## src/rtl/sop_cover_pkg.sv

```systemverilog
package sop_cover_pkg;

  localparam logic [1:0] LIT_ZERO = 2'd0;
  localparam logic [1:0] LIT_ONE  = 2'd1;
  localparam logic [1:0] LIT_ANY  = 2'd2;
  localparam logic [1:0] LIT_VOID = 2'd3;

  typedef struct packed {
    logic tblWe;
    logic latchVec;
    logic clrAcc;
    logic accEn;
    logic loadRes;
    logic zeroRes;
  } ctrlStrobe_t;

endpackage

```

## src/rtl/sop_cube_match.sv

```systemverilog
module sop_cube_match
  import sop_cover_pkg::*;
#(
  parameter int NUM_IN = 6
) (
  input  logic [2*NUM_IN-1:0] lits,
  input  logic [NUM_IN-1:0]   vec,
  output logic                hit
);

  logic [NUM_IN-1:0] posOk;

  for (genvar i = 0; i < NUM_IN; i++) begin : g_pos
    logic [1:0] code;
    assign code = lits[2*i +: 2];
    always_comb begin
      unique case (code)
        LIT_ZERO: posOk[i] = ~vec[i];
        LIT_ONE:  posOk[i] = vec[i];
        LIT_ANY:  posOk[i] = 1'b1;
        default:  posOk[i] = 1'b0;
      endcase
    end
  end

  assign hit = &posOk;

endmodule

```

## src/rtl/sop_cover_ctrl.sv

```systemverilog
module sop_cover_ctrl
  import sop_cover_pkg::*;
#(
  parameter int NUM_CUBES = 8,
  parameter int IW = 3,
  parameter int CW = 4
) (
  input  logic          clk,
  input  logic          rstN,
  input  logic          start,
  input  logic          wrEn,
  input  logic          cntWrEn,
  input  logic [CW-1:0] cntIn,
  output ctrlStrobe_t   strb,
  output logic [IW-1:0] idx,
  output logic          busy,
  output logic          done
);

  localparam logic [CW-1:0] CNT_MAX = CW'(NUM_CUBES);

  logic          busyR;
  logic          doneR;
  logic [CW-1:0] cntReg;
  logic [IW-1:0] idxR;
  logic          lastRow;
  logic          accept;

  assign lastRow = ((CW'(idxR) + CW'(1)) == cntReg);
  assign accept  = start & ~busyR;

  always_comb begin
    strb          = '0;
    strb.tblWe    = wrEn & ~busyR;
    strb.latchVec = accept;
    strb.clrAcc   = accept;
    strb.zeroRes  = accept & (cntReg == '0);
    strb.accEn    = busyR;
    strb.loadRes  = busyR & lastRow;
  end

  always_ff @(posedge clk or negedge rstN) begin
    if (!rstN) begin
      busyR  <= 1'b0;
      doneR  <= 1'b0;
      cntReg <= '0;
      idxR   <= '0;
    end else begin
      doneR <= 1'b0;
      if (!busyR) begin
        if (cntWrEn) begin
          cntReg <= (cntIn > CNT_MAX) ? CNT_MAX : cntIn;
        end
        if (start) begin
          idxR <= '0;
          if (cntReg == '0) begin
            doneR <= 1'b1;
          end else begin
            busyR <= 1'b1;
          end
        end
      end else begin
        if (lastRow) begin
          busyR <= 1'b0;
          doneR <= 1'b1;
        end else begin
          idxR <= idxR + IW'(1);
        end
      end
    end
  end

  assign idx  = idxR;
  assign busy = busyR;
  assign done = doneR;

endmodule

```

## src/rtl/sop_cover_dp.sv

```systemverilog
module sop_cover_dp
  import sop_cover_pkg::*;
#(
  parameter int NUM_IN = 6,
  parameter int NUM_OUT = 4,
  parameter int NUM_CUBES = 8,
  parameter int IW = 3
) (
  input  logic                clk,
  input  logic                rstN,
  input  ctrlStrobe_t         strb,
  input  logic [IW-1:0]       idx,
  input  logic [IW-1:0]       wrAddr,
  input  logic [2*NUM_IN-1:0] wrLits,
  input  logic [NUM_OUT-1:0]  wrMask,
  input  logic [NUM_IN-1:0]   vecIn,
  output logic [NUM_OUT-1:0]  result
);

  localparam int LW = 2 * NUM_IN;

  logic [LW-1:0]      litMem  [NUM_CUBES];
  logic [NUM_OUT-1:0] maskMem [NUM_CUBES];
  logic [NUM_IN-1:0]  vecReg;
  logic [NUM_OUT-1:0] acc;
  logic [NUM_OUT-1:0] resReg;
  logic [NUM_OUT-1:0] termOut;
  logic [LW-1:0]      curLits;
  logic [NUM_OUT-1:0] curMask;
  logic               hit;

  assign curLits = litMem[idx];
  assign curMask = maskMem[idx];

  sop_cube_match #(.NUM_IN(NUM_IN)) u_match (
    .lits (curLits),
    .vec  (vecReg),
    .hit  (hit)
  );

  assign termOut = hit ? curMask : '0;

  always_ff @(posedge clk or negedge rstN) begin
    if (!rstN) begin
      for (int r = 0; r < NUM_CUBES; r++) begin
        litMem[r]  <= {NUM_IN{LIT_VOID}};
        maskMem[r] <= '0;
      end
    end else if (strb.tblWe && (int'(wrAddr) < NUM_CUBES)) begin
      litMem[wrAddr]  <= wrLits;
      maskMem[wrAddr] <= wrMask;
    end
  end

  always_ff @(posedge clk or negedge rstN) begin
    if (!rstN) begin
      vecReg <= '0;
      acc    <= '0;
      resReg <= '0;
    end else begin
      if (strb.latchVec) begin
        vecReg <= vecIn;
      end
      if (strb.clrAcc) begin
        acc <= '0;
      end else if (strb.accEn) begin
        acc <= acc | termOut;
      end
      if (strb.zeroRes) begin
        resReg <= '0;
      end else if (strb.loadRes) begin
        resReg <= acc | termOut;
      end
    end
  end

  assign result = resReg;

endmodule

```

## src/rtl/sop_cover_eval.sv

```systemverilog
module sop_cover_eval
  import sop_cover_pkg::*;
#(
  parameter int NUM_IN = 6,
  parameter int NUM_OUT = 4,
  parameter int NUM_CUBES = 8,
  localparam int IW = (NUM_CUBES > 1) ? $clog2(NUM_CUBES) : 1,
  localparam int CW = $clog2(NUM_CUBES + 1)
) (
  input  logic                clk,
  input  logic                rstN,
  input  logic                wrEn,
  input  logic [IW-1:0]       wrAddr,
  input  logic [2*NUM_IN-1:0] wrLits,
  input  logic [NUM_OUT-1:0]  wrMask,
  input  logic                cntWrEn,
  input  logic [CW-1:0]       cntIn,
  input  logic                start,
  input  logic [NUM_IN-1:0]   vecIn,
  output logic                busy,
  output logic                done,
  output logic [NUM_OUT-1:0]  result
);

  ctrlStrobe_t   strb;
  logic [IW-1:0] idx;

  sop_cover_ctrl #(
    .NUM_CUBES (NUM_CUBES),
    .IW        (IW),
    .CW        (CW)
  ) u_ctrl (
    .clk     (clk),
    .rstN    (rstN),
    .start   (start),
    .wrEn    (wrEn),
    .cntWrEn (cntWrEn),
    .cntIn   (cntIn),
    .strb    (strb),
    .idx     (idx),
    .busy    (busy),
    .done    (done)
  );

  sop_cover_dp #(
    .NUM_IN    (NUM_IN),
    .NUM_OUT   (NUM_OUT),
    .NUM_CUBES (NUM_CUBES),
    .IW        (IW)
  ) u_dp (
    .clk    (clk),
    .rstN   (rstN),
    .strb   (strb),
    .idx    (idx),
    .wrAddr (wrAddr),
    .wrLits (wrLits),
    .wrMask (wrMask),
    .vecIn  (vecIn),
    .result (result)
  );

endmodule

```

## config.mk

```make
export PLATFORM = sky130hd
export DESIGN_NAME = sop_cover_eval
export DESIGN_NICKNAME = d
export VERILOG_FILES = /design/src/rtl/sop_cover_pkg.sv /design/src/rtl/sop_cube_match.sv /design/src/rtl/sop_cover_ctrl.sv /design/src/rtl/sop_cover_dp.sv /design/src/rtl/sop_cover_eval.sv
export SDC_FILE = /design/constraint.sdc
export NUM_CORES = 1
export LEC_CHECK = 0
export BUFFER_PORTS_ARGS = -buffer_cell sky130_fd_sc_hd__buf_2
export CORE_MARGIN = 2
export CORE_UTILIZATION = 55
export CTS_CLUSTER_SIZE = 25
export DETAILED_ROUTE_END_ITERATION = 10
export PLACE_DENSITY = 0.73
export SYNTH_ARGS = -nofsm -noshare
export SYNTH_HDL_FRONTEND = slang
export SYNTH_SLANG_ARGS = --single-unit
```

## constraint.sdc

```tcl
create_clock -name clk -period 2.96 [get_ports clk]
set_clock_uncertainty 0.1 [all_clocks]
set_input_delay 0.148 -clock clk [delete_from_list [all_inputs] [get_ports clk]]
set_output_delay 0.148 -clock clk [all_outputs]
set_load 0.01 [all_outputs]
```

# Word-level counts from Yosys, hierarchy flattened
# Index checks and enable logic that the tools add are counted.
# word_totals
inputBits	34
reg_bits	151
# op_classes
addsub	2
bitwise_logic	14
n_lt_le_gt_ge	4
reduce_logical	14
mux	35
n_eq_ne	14
# ops
op	count
$bwmux 96	1
$bmux 12 s3	1
$demux 12 s3	1
$mux 12	3
$mux 4	9
$bwmux 32	1
$pmux 1 s3	6
$bmux 4 s3	1
$demux 4 s3	1
$eq 2x1->1 const B	6
$eq 2x2->1 const B	6
$logic_not 2->1	6
$mux 3	3
$ge 4x4->1 const B	2
$mux 1	8
$not 3->4	2
$not 1->1	7
$reduce_and 6->1	1
$reduce_bool 2->1	3
$add 3x1->4 const B	1
$and 1x1->1	4
$eq 4x4->1	1
$gt 4x4->1 const B	1
$logic_not 4->1	1
other kinds (6)	7

# Logic depth before layout (Yosys ltp)
# Gate-level depths: netlist of run 1.
# logic_depth
depth_word	11
ltp_mapped	9
depth_no_buf	7

# Hierarchy
# A second synthesis of run 1 with hierarchy kept.
# unflattened
cells_unflattened	471
area_unflattened_um2	7355.8
# modules_own_cells
module	instances	seq_area_each_um2	area_per_inst_um2	cells_each
sop_cover_dp	1	3673.5	6618.8	393
sop_cover_ctrl	1	225.2	570.5	64
sop_cube_match	1	0.0	166.4	14

# Worst setup path after synthesis of run 1
# Ideal clock, no wire load.
# synth_timing
path_kind	register to register
start	reg u_ctrl.idxR[0], in the netlist u_ctrl.idx[0]
end	reg u_dp.resReg[0], in the netlist u_dp.result[0]
path_stages_with_launch	9
arrival_time_ns	2.316
slack_ns	0.468
period_less_slack_ns	2.492
setup_ns	0.076
path_cell_list	dfrtp_1 -> buf_6 -> buf_2 -> mux4_2 -> a211oi_1 -> mux2i_1 -> nand3_1 -> o32a_1 -> o21ai_1
# synth_between
elab_chain_len	11
# synth_rtl
item	line_no	rtl
from (decl)	sop_cover_ctrl.sv:25	logic [IW-1:0] idxR;
from (signal assigned)	sop_cover_ctrl.sv:67	idxR <= idxR + IW'(1);
$not 3->4 (not written as such)	sop_cover_dp.sv:32, sop_cover_dp.sv:33	
$bmux 12 s3	sop_cover_dp.sv:32	assign curLits = litMem[idx];
$mux 12 (not written as such) (2 in series)	sop_cover_dp.sv:32	
$eq 2x2->1 (tied with other cells)	sop_cube_match.sv:17	unique case (code)
$pmux 1 s3	sop_cube_match.sv:17	
$reduce_and 6->1	sop_cube_match.sv:26	assign hit = &posOk;
$mux 4	sop_cover_dp.sv:41	assign termOut = hit ? curMask : '0;
$or 4x4->4	sop_cover_dp.sv:72	resReg <= acc | termOut;
$mux 4	sop_cover_dp.sv:71	end else if (strb.loadRes) begin
$mux 4	sop_cover_dp.sv:69	if (strb.zeroRes) begin
to (signal assigned)	sop_cover_dp.sv:72	
to (decl)	sop_cover_dp.sv:26	logic [NUM_OUT-1:0] resReg;
# Several ways; a longest one is shown, not always the timed one. The select of a mux whose other input is x is not followed.
# A chain may end at the register's enable or synchronous reset.

# Worst setup path in the final report of run 1
# layout_timing
start	reg u_ctrl.idxR[0], in the netlist u_ctrl.idx[0]
end	reg u_dp.resReg[1], in the netlist u_dp.result[1]
# Same word-level chain as after synthesis.

==> out/results.txt, run 1 <==
The worst setup path is captured at a register. For the number of H-tree branching levels, the log shows 4. For the finished layout, the period the worst path requires is 2.71 ns. In this run the biggest area consumer among cell types represents 35.5% of the synthesized area. The root buffer cell is clkbuf_16. The total power draw was 0.00981 W; the average wire per standard cell was 20.5 µm. The largest single stage delay on the critical path is 0.54 ns. The first detailed-routing pass took 4 iterations. Measured against its own limit, the worst slew margin works out to 26.1%. In the synthesized netlist the dominant register cell turns out to be dfstp_2. The ratio of cells with drive above 1 in the final layout is 63.2%, and the reported max-cap violation count is 0. At the end of routability-driven placement, the weighted congestion stood at 0.765. On the critical path the largest part of the delay comes from compound AO/OA/AOI/OAI gates. The number of fill cells in the layout is 910, and the sum of buffers and inverters on the critical path is 1. Buffers added to address setup during post-CTS repair amount to 0.

The total of flip-flops plus latches after synthesis came out at 151. For this design the ratio of total power to cell area is 1150 nW/µm². The routed layout has 4328 vias. The run gives 4581 as the via count of the first global-routing pass.

The tools report the final-report max-slew violation count as 0. The run finished with clean final reports. The run gives 0 as the initial antenna violation count. The number of enable flip-flop cells after synthesis is 0. Type of the setup path with the least slack: register to register. The setup slack after placement is 0.220 ns. The tools report the portion of the post-synthesis area used by sequential elements as 54.9%. The run gives 15.2 mm as the total wire length after detailed routing. The die outline width was 118 µm; the number of core rows was 41.

The run gives 743 as the count of non-filler cells in the finished layout. The core region is 12600 µm². For the number of remaining DRC errors, the log shows 0.

The detailed placer's ending HPWL is 9.37 mm, and the mean number of vias per cell is 5.83. Ranked by total cell area, the synthesized netlist is headed by dfstp_2, mux2_2, dfrtp_1, mux4_2, xnor2_1. The post-synthesis average cell area is 14.8 µm². The number of nets in the synthesized netlist was 516.

The layout overhead on the synthesized area was 19.7%; the cell area after technology mapping was 7100 µm². On the critical path, the stage with the largest delay is an instance of mux4_2. Entering global routing, the biggest net connects 121 pins.

The first global-routing pass estimated 25.0 mm of wire. Summed over all instances, the cell type with the most area after synthesis is dfstp_2. The maximum net fanout on the critical path was 16; the die footprint was 13800 µm². The run gives 216 as the number of violations reported at the end of detailed-routing iteration 0. Yosys mapped the design onto 36 distinct sky130hd cell types. The worst min-delay path class is input pin to register. The kind of launch point of the worst setup path is a register. The number of buffers inserted during clock tree synthesis is 17, and the arrival time at the worst endpoint is 2.97 ns. The detail route stage leaves a number of antenna-violating nets equal to 0. Setup repair after global routing left no endpoint under its margin. Walking the worst path, the cells encountered are buf_12 -> mux4_2 -> a211oi_1 -> mux2i_1 -> nand3_1 -> o32a_1 -> o21ai_1. The final setup TNS came out at 0 ns. Once routing completed, OpenROAD measured the worst setup slack at 0.246 ns.

The die outline height is 118 µm, and the peak supply drop is 0.000595 V. Based on the critical path, the design can be clocked at up to 0.368 GHz. The overall overflow remaining after global route is 0. The count of nets after finishing is 593, and the count of antenna diodes in the layout is 0. The smallest hold slack was 0.0479 ns; the number of sinks on the clock net was 151. During I/O placement, the number of pins put on the boundary was 40.

The effective utilization at floorplan came out at 56.3%. In the global route stage, overall resource usage came out at 23.9%. The number of instances in the synthesized netlist is 481, and the pin slew with the least headroom to its limit is 1.11 ns. The period utilization was 91.7%. For this design the static power due to leakage is 3.46 nW.

For the number of setup violations in the final report, the log shows 0. The largest buffer count on any clock path came out at 2. TritonCTS built the clock tree. The final number of hold-violating endpoints was 0.

At the later pin of the worst-skew pair, clock insertion delay measures 0.43 ns. The total instance count after detailed placement was 682. At the worst endpoint, the required time is 3.21 ns. The run gives 0 as the yosys synthesis warning count. The share of async-settable or async-resettable flops after synthesis came out at 100%.

The number of buffers added on ports is 39, and the clock-pin transition on the worst setup and hold timing paths is 0.06 ns.
==> power breakdown <==
part / switching (W) / leakage [nW] / internal (W) / total [W]
registers: 0.000537 / 1.69 / 0.00347 / 0.00401
clock network: 0.000848 / 0.317 / 0.00144 / 0.00229
logic: 0.00154 / 1.45 / 0.00197 / 0.00352
==> timing repair <==
item / 4_1_cts / 5_1_grt
resized for setup: 0 / 0
hold endpoints to repair: 192 / 0
hold buffers: 29 / 0
==> metrics by stage <==
stage | area, µm² | utilization (%)
final | 8500 | 67.4
after global routing | 8500 | 67.4
after CTS | 8500 | 67.4
after detailed placement | 7570 | 60.0
after global placement | 7570 | 60.0
after floorplan | 7100 | -
==> per-layer routing <==
metal | track usage (%) | wire [µm]
met4 | 8.36 | 258
met1 | 32.2 | 6660
met2 | 37.6 | 7450
met3 | 6.54 | 864
met5 | 0 | 0
==> worst min-delay path, cell delays in order <==
cell and delay (ns):
buf_2 0.08, nand2b_1 0.13, nand2_1 0.10, o21ai_0 0.07
==> final timing paths <==
check	from	endpoint	slack (ns)	cells past startpoint
setup / recovery	u_ctrl.idx[0]	u_dp.result[1]	0.25	7
hold / removal	cntWrEn	u_ctrl.cntReg[2]	0.05	4
setup reg to reg	u_ctrl.idx[0]	u_dp.result[1]	0.25	7
hold reg to reg	u_dp.maskMem[6]	u_dp.maskMem[6]	0.40	1
max in group asynchronous	rstN	u_dp.litMem[88]	1.56	3
min in group asynchronous	rstN	u_dp.vecReg[2]	0.34	2
==> kinds of logic (layout without fill, tap and decap cells) <==
group                      after synthesis  count (layout)  synth area share [%]
adders and majority gates                1               1                 0.176
DFF                                    151             151                  54.9
xor gates and xnor gates                13              13                  1.80
AOI/OAI and AO/OA                       41              41                  4.14
and+or+nand+nor                         63              63                  4.58
muxes                                  178             178                  32.3
buffers and inverters                   34             124                  2.13
==> area by class of cell <==
cell class	count	area (µm²)	share of cell area, %
repair buffers	83	642	7.55
clock inverters	8	105	1.24
multi-input cells	296	3070	36.1
well taps	172	215	2.53
flip-flops and latches	151	3900	45.9
inverters	9	33.8	0.397
clock buffers	24	534	6.28
==> sequential cells by signal, indices dropped and copies added (netlist names) <==
name           cells
u_dp.acc           4
u_ctrl.idx         3
u_ctrl.busy        1
u_dp.maskMem      32
u_ctrl.cntReg      4
u_dp.vecReg        6
u_ctrl.done        1
u_dp.result        4
u_dp.litMem       96
==> synthesized netlist by cell type (7+ instances only) <==
cell and n:
nand3_1 7, inv_1 9, o21ai_1 8, xnor2_1 12, mux2_2 147, dfrtp_1 55
dfstp_2 96, mux4_2 26, clkbuf_1 14, o21ai_0 8, nand2_1 17, nand2b_1 13
nor2_1 10
==> placed cells by master (no fill, tap or decap), types with 5 or more instances in the layout <==
| cell type | netlist | routed |
|---|---|---|
| mux2i_1 | 5 | 5 |
| o21ai_0 | 8 | 8 |
| nand2b_1 | 13 | 13 |
| dlygate4sd3_1 | 0 | 29 |
| nand3_1 | 7 | 7 |
| nor2_1 | 10 | 10 |
| a221oi_1 | 6 | 6 |
| mux2_2 | 147 | 147 |
| inv_1 | 9 | 9 |
| dfstp_2 | 96 | 96 |
| nand2_1 | 17 | 17 |
| clkbuf_16 | 0 | 19 |
| dfrtp_1 | 55 | 54 |
| o21ai_1 | 8 | 8 |
| xnor2_1 | 12 | 12 |
| buf_2 | 4 | 38 |
| mux4_2 | 26 | 26 |
| buf_4 | 1 | 12 |
No activity file was read; power rests on OpenSTA's default activity.
==> run 2: changes to the inputs <==
- CTS_CLUSTER_DIAMETER: unset -> 50
- SYNTH_HIERARCHICAL: unset -> 1
==> run 2 against run 1 <==
  * Critical path depth up 3
  * Area after synthesis is 3.6% higher
  * Register-to-register slack got worse by 0.16 ns
  * Sequential share of layout area decreased by 1.4 points
  * Largest cell class unchanged
  * First-iteration DRC count grew 13%
  * Worst setup slack got worse by 0.16 ns
==> out/results.txt, run 2 <==
The post-route netlist has 69.9% of its cells at a drive strength greater than 1. The tools report the last weighted congestion value of the routability-driven placer as 0.838. By area the synthesized netlist is led by dfstp_2, mux2_2, dfrtp_1, mux4_2, mux4_1. Based on the critical path, the design can be clocked at up to 0.348 GHz. The worst setup path is launched from a register.

The tools report the overall overflow remaining after global route as 0. In the synthesized netlist, the number of instances is 471. The worst-case IR drop observed on VDD is 0.000581 V. The total power per unit cell area was 1060 nW/µm²; the effective utilization at floorplan was 56.0%. The number of flip-flops under the largest register name is 96. Worst reg2reg path startpoint: u_ctrl/idx[0]. The logs give 0.00661 W for the cell-internal power and 0.42 ns for the clock latency at the later pin of the worst-skew pair.

The number of buffers inserted during clock tree synthesis was 17; the wire length of the first global-routing pass was 24.9 mm. TritonCTS built the clock tree. After detailed routing, the number of remaining DRC violations is 0. In the final routed layout, each cell accounts on average for 21.0 µm. The worst min-delay path class is input pin to register.

The I/O pin count is 40. The register share of total power came out at 40.7%. The yosys synthesis warning count is 6, and the final number of hold-violating endpoints is 0. The layout overhead on the synthesized area was 19.3%.

The post-route minimum period is 2.87 ns, and the global-route usage over all layers is 23.2%. For this run, the detailed router's first-pass iteration total came to 5. The most instantiated library cell after synthesis is mux2_2. Clock-pin slew was measured on the worst setup and hold paths at 0.06 ns. In this run the static leakage power is 3.76 nW. In the synthesized netlist, the cells that appear most often are mux2_2, dfstp_2, dfrtp_1, mux4_2, nand2b_1. In the final layout, the registers with the most flip-flops are u_dp/litMem (96), u_dp/maskMem (32), u_dp/vecReg (6).

The root buffer cell chosen for the clock tree is clkbuf_16. Before CTS, the worst setup slack after placement is -0.0408 ns. The die covers 14300 µm².

The die is 120 µm wide. In this run, the combinational gates consume 36.5% of the power. Data required time at the worst endpoint: 3.16 ns.

The tools report the via count of the first global-routing pass as 4655. Counting the fill cells in the layout gives 922. The cell area that synthesis handed to floorplanning was 7360 µm². After layout, the worst path uses 97.0% of the clock period. The reported max-cap violation count came out at 0. The number of enable flip-flop cells after synthesis works out to 0. Summing all multi-input logic gate instances after layout gives 3300 µm². For the number of sinks on the clock net, the log shows 151. In this run switching power makes up 29.0% of total power. Summing over every cut layer, the via total after detailed routing is 4320.

The final layout contains routed wiring with a total length of 15.5 mm. The run gives 53.0% as the portion of the post-synthesis area used by sequential elements. The flow ran to the end, and the final reports show no timing, DRC or antenna violations.

Entering global routing, the biggest net connects 86 pins. The arrival time at the worst endpoint is 3.07 ns, and the detailed placer's ending HPWL is 9.30 mm. The logs give 0.00270 W for the switching power total and 3900 µm² for the area of all sequential standard cells. Input and output buffers added on the ports amount to 39. The top cell types in the final layout, fill and taps aside, are mux2_2, dfstp_2, dfrtp_1. The initial antenna violation count was 0. Synthesis produced a netlist with a net count of 506. The area fraction of the dominant cell type after synthesis was 34.3%; the share of async-settable or async-resettable flops after synthesis was 100%. After layout, the design draws a total of 0.00931 W. The detailed router finished its first iteration with 244 violations. The tools report the count of different cell masters after synthesis as 49.

Ranked by flip-flop count, first place goes to u_dp/litMem. The maximum net fanout on the critical path came out at 8. The prevailing post-synth register cell is dfstp_2. Final-report max-slew violation count: 0. At the end of the flow, the number of nets in the layout was 587.

The most common cell after layout, fill and taps aside was mux2_2. The mean number of vias per cell was 5.83; the total of flip-flops plus latches after synthesis was 151. For the largest buffer count on any clock path, the log shows 2. The pin slew with the least headroom to its limit came out at 0.794 ns. The type of the setup path with the least slack is register to register. Of the total power, the clock network draws 22.8%.

The floorplan has 42 rows. The number of setup violations in the final report is 0. STA classifies the critical path endpoint as a register. 0 antenna diodes ended up in the layout.

After layout, the worst setup slack is 0.0897 ns. Averaged over all synthesized cells, the footprint is 15.6 µm². Placeable core region: 13100 µm². The die is 120 µm tall. The critical hold path startpoint is wrMask[3].

The biggest area contributor in the post-synthesis netlist is dfstp_2. The count of nets left with antenna violations once routing finished came out at 0. Measured against its own limit, the worst slew margin works out to 46.9%. The tools report the first element of the critical path as u_ctrl/idx[0]. The number of H-tree branching levels came out at 4.
## run 2: cell types whose count changed after synthesis, moves of 10 or more
cell	change
clkbuf_1	-10
mux2_2	+15
mux4_1	+10
mux4_2	-12
xnor2_1	-10
## run 2: cells by family (layout without fill, tap and decap cells)
family	count (synthesis)	count (layout)	synth area share (%)
adders and majority gates	1	1	0.170
buffers and inverters	35	129	3.16
and+or+nand+nor	51	51	5.55
DFF	151	151	53.0
muxes	191	191	33.3
AOI/OAI and AO/OA	34	34	3.42
xor gates and xnor gates	8	8	1.36
## run 2: repair_timing
item                                    CTS  global route
endpoints found under the setup margin    8             8
gates cloned                              1             0
gates resized for setup                   6             7
buffers inserted                          4             1
pin swaps                                 3             2
hold buffers                             29             0
hold endpoints to repair                164             0
## run 2: final timing paths
path / slack [ns] / to / cells past startpoint
max: 0.09 / u_dp/result[3] / 10
min: 0.02 / u_dp/maskMem[3] / 2
max reg2reg: 0.09 / u_dp/result[3] / 10
min reg2reg: 0.40 / u_dp/acc[3] / 2
max in group asynchronous: 1.68 / u_dp/litMem[13] / 3
min in group asynchronous: 0.26 / u_dp/vecReg[1] / 2
## run 2: power groups by stage
stage               clock network [W]  registers [W]  logic, W
floorplan                           0        0.00361   0.00254
global placement                    0        0.00375   0.00300
detailed placement                  0        0.00381   0.00311
CTS                           0.00216        0.00379   0.00333
global route                  0.00227        0.00391   0.00363
finish                        0.00212        0.00379   0.00340
## run 2: metrics by stage
step | TNS (ns) | std cells | hold slack (ns) | utilization, % | area [µm²]
2_1_floorplan | 0 | 471 | -0.248 | - | 7360
3_3_place_gp | 0 | 674 | 0.146 | 58.9 | 7740
3_5_place_dp | -0.0408 | 674 | 0.158 | 58.9 | 7740
4_1_cts | 0 | 740 | 0.000400 | 66.4 | 8720
5_1_grt | -0.00363 | 741 | 0.0186 | 66.8 | 8780
6_report | 0 | 741 | 0.0174 | 66.8 | 8780
## run 2: final cells by class
type | count | share of cell area, %
sequential | 151 | 44.4
multi-input combinational | 285 | 37.6
timing repair buffer | 89 | 8.44
clock inverter | 8 | 1.08
clock buffer | 24 | 5.62
tap | 176 | 2.51
inverter | 8 | 0.342
## run 2: worst max-delay path, stage by stage, from the launching register on
cell and delay, ns:
dfrtp_2 0.42, buf_12 0.16, buf_6 0.13, mux4_1 0.54, mux2_2 0.27, nand2b_1 0.18, xnor2_2 0.18, nor3_4 0.21
buf_12 0.14, o21ai_2 0.06, o41ai_2 0.37
## run 2: layer usage
| layer | vias to the layer above | routed length, µm | track usage (%) |
|---|---|---|---|
| li1 | 1923 | - | - |
| met1 | 2287 | 6790 | 30.2 |
| met2 | 89 | 7870 | 38.4 |
| met3 | 21 | 605 | 5.66 |
| met4 | 0 | 271 | 7.57 |
| met5 | - | 0 | 0 |
==> run 3: changes to the inputs <==
- BUFFER_PORTS_ARGS: -buffer_cell sky130_fd_sc_hd__buf_2 -> unset
- DONT_BUFFER_PORTS: unset -> 1
- clock period: 2.96 -> 2.4 ns (I/O delays scaled with it)
==> run 3 against run 2 <==
  * The flow now finishes with violations (negative hold slack, negative setup slack)
  * Wire length rose by 3.7%
  * Die area did not move
  * Count of clock-buffer cells in the layout fell by 3
  * Utilization rose by 0.37 points
  * Sequential power rose by 23%
  * Largest power group is now combinational logic
  * Global-route usage rose by 0.65 points
  * First-iteration DRC count rose by 44%
  * Total power rose by 29%
  * Clock power rose by 26%
  * Sequential cell count did not move
==> out/results.txt, run 3 (synthesis results as in run 2) <==
Leaving out fill and tap cells, the most frequent cells in the layout are mux2_2, dfstp_2, dfrtp_1. Counting tap cells, the placed design contains a total of 648 instances. The initial utilization of the core area, before any placement, comes to 56.0%.

The die outline width came out at 120 µm. The tools report the number of violations reported at the end of detailed-routing iteration 0 as 351. The total power per unit cell area was 1360 nW/µm²; the die footprint was 14300 µm². For the global-route usage over all layers, the log shows 23.8%. The internal portion of the total power is 0.00849 W. The tools report the overall overflow remaining after global route as 0. The clock passes through at most 2 buffers. In this run the worst hold path is classified as input pin to asynchronous set/reset pin. The final-report max-slew violation count was 0; the clock-pin transition on the worst setup and hold timing paths was 0.06 ns. The logs give 0 for the number of remaining DRC errors and 16.1 mm for the total wire length after detailed routing. 40 I/O pins were placed. The clock latency at the later pin of the worst-skew pair was 0.43 ns; the period utilization was 115%.

Buffers inserted during clock tree synthesis total 17. Final design utilization: 67.2%. Maximum net fanout on the critical path: 6.

The run gives 0.865 as the last weighted congestion value of the routability-driven placer. Wire length of the first global-routing pass: 25.6 mm. Entering global routing, the biggest net connects 152 pins. The largest registers in the layout are u_dp/litMem (96), u_dp/maskMem (32), u_dp/vecReg (6). The first detailed-routing pass took 4 iterations. Ratio of cells with drive above 1 in the final layout: 71.2%. The clock drives 151 sinks. Share of total power in combinational logic: 38.9%. The final number of hold-violating endpoints came out at 151. The number of fill cells in the layout is 896, and the count of nets after finishing is 567. Relative slew slack: 64.7%. Setup repair after global routing could not meet its margin everywhere. Dividing the detail-routed wire length by the instance count gives 22.3 µm. The H-tree was split into 4 levels.

The number of antenna diodes in the final layout is 0. The register share of total power was 38.8%. The upper clock frequency limit is 0.363 GHz. Data required time at the worst endpoint: 2.57 ns.

Measured along the y axis, the die boundary spans 120 µm. The type of the setup path with the least slack was register to register. The number of setup violations in the final report is 9. TritonCTS built the clock tree.

The multi-input combinational cells in the finished layout cover a total of 3390 µm². The floorplan has 42 rows. STA classifies the critical path startpoint as a register. The detailed placer's ending HPWL was 9.46 mm.

The region available for standard cell placement spans 13100 µm². Summed over all cells, the static leakage comes to 3.70 nW. For this design the total switching power over the nets is 0.00352 W.

Ranked by flip-flop count, first place goes to u_dp/litMem. The reported max-cap violation count was 0; the area of all sequential standard cells was 3900 µm². The checks that failed: negative hold slack, negative setup slack. The logs give -0.707 ns for the smallest hold slack and 721 for the count of non-filler cells in the finished layout.

Hold repair after CTS inserted 34 buffers. The arrival time at the worst endpoint is 2.93 ns. The total via count after detailed routing is 4306. The initial antenna violation count is 0.

The register with the most flip-flops in the layout has 96 of them. IR analysis of the VDD net gives a maximum drop of 0.000607 V. The via count of the first global-routing pass was 4713; the mean number of vias per cell was 5.97. In this run the tool buffered the top-level ports with 0 buffer cells. The post-route minimum period was 2.75 ns; the final worst setup slack was -0.352 ns.

The run finished, with violations left. The library cell used most frequently in the layout, excluding fill and tap cells, is mux2_2. The switching portion of total power is 29.3%, and the layout overhead on the synthesized area is 20.0%. Root buffer cell: clkbuf_16. The clock network accounts for 22.2% of the total power. Once detail routing completed, the nets flagged for antenna violations numbered 0.

The worst setup path is captured at a register. The pin slew with the least headroom to its limit works out to 0.528 ns.
run 3: cell types whose count changed in the layout (fill, tap and decap cells not counted), moves of 3 or more:
cell | before | now
clkbuf_1 | 4 | 0
nand2b_1 | 12 | 9
mux2_4 | 0 | 7
mux4_2 | 14 | 19
mux4_1 | 10 | 5
dlygate4sd3_1 | 29 | 34
buf_4 | 14 | 25
buf_2 | 38 | 0
mux2_2 | 162 | 155
run 3: final cells by class:
cell class / count / share of cell area (%)
flip-flops and latches: 151 / 44.2
multi-input cells: 285 / 38.4
repair buffers: 69 / 7.80
clock buffers: 21 / 5.44
well taps: 176 / 2.50
clock inverters: 11 / 1.38
inverters: 8 / 0.340
run 3: repair_timing:
action	4_1_cts	5_1_grt
gates cloned	1	0
hold endpoints to repair	294	151
gates resized for setup	23	14
endpoints found under the setup margin	8	10
pin swaps	13	5
setup buffers	5	2
run 3: worst max-delay path, stage by stage (launching register included):
cell and delay [ns]:
dfrtp_2 0.43, buf_12 0.15, buf_8 0.13, buf_4 0.14, ha_2 0.18, xor2_1 0.18
or3_4 0.36, a21oi_4 0.16, nand3_2 0.12, inv_2 0.13, buf_6 0.12, mux2i_1 0.27
o32ai_2 0.13
run 3: worst paths after layout:
check	startpoint	end	cells past startpoint	slack [ns]
min reg2reg	u_dp/maskMem[7]	u_dp/maskMem[7]	1	0.40
min	rstN	u_dp/maskMem[25]	0	-0.71
max	u_ctrl/idx[0]	u_dp/result[0]	12	-0.35
min in group clk	wrAddr[1]	u_dp/maskMem[11]	2	0.02
max in group asynchronous	rstN	u_dp/litMem[69]	0	2.67
max reg2reg	u_ctrl/idx[0]	u_dp/result[0]	12	-0.35
run 3: layer usage:
metal	share of wire (%)	global-route usage, %	up-vias
li1	-	-	1884
met1	42	31.9	2287
met2	50	37.9	99
met3	5.1	4.99	36
met4	2.7	10.4	0
met5	0	0	-
run 3: power by group through the flow:
stage               combinational, W  clock, W  sequential [W]
floorplan                    0.00320         0         0.00446
global placement             0.00385         0         0.00460
detailed placement           0.00399         0         0.00467
CTS                          0.00449   0.00272         0.00464
global route                 0.00500   0.00283         0.00480
finish                       0.00468   0.00267         0.00467
run 3: per-stage QoR:
step                      cell area [µm²]  TNS, ns  total power [W]  setup slack [ns]
after detailed placement             7630    -2.53          0.00866            -0.363
final                                8830    -2.25           0.0120            -0.352
after CTS                            8760    -2.61           0.0119            -0.331
after global placement               7630    -1.80          0.00845            -0.243
after floorplan                      7360    -1.81          0.00766            -0.247
after global routing                 8830    -3.23           0.0126            -0.437
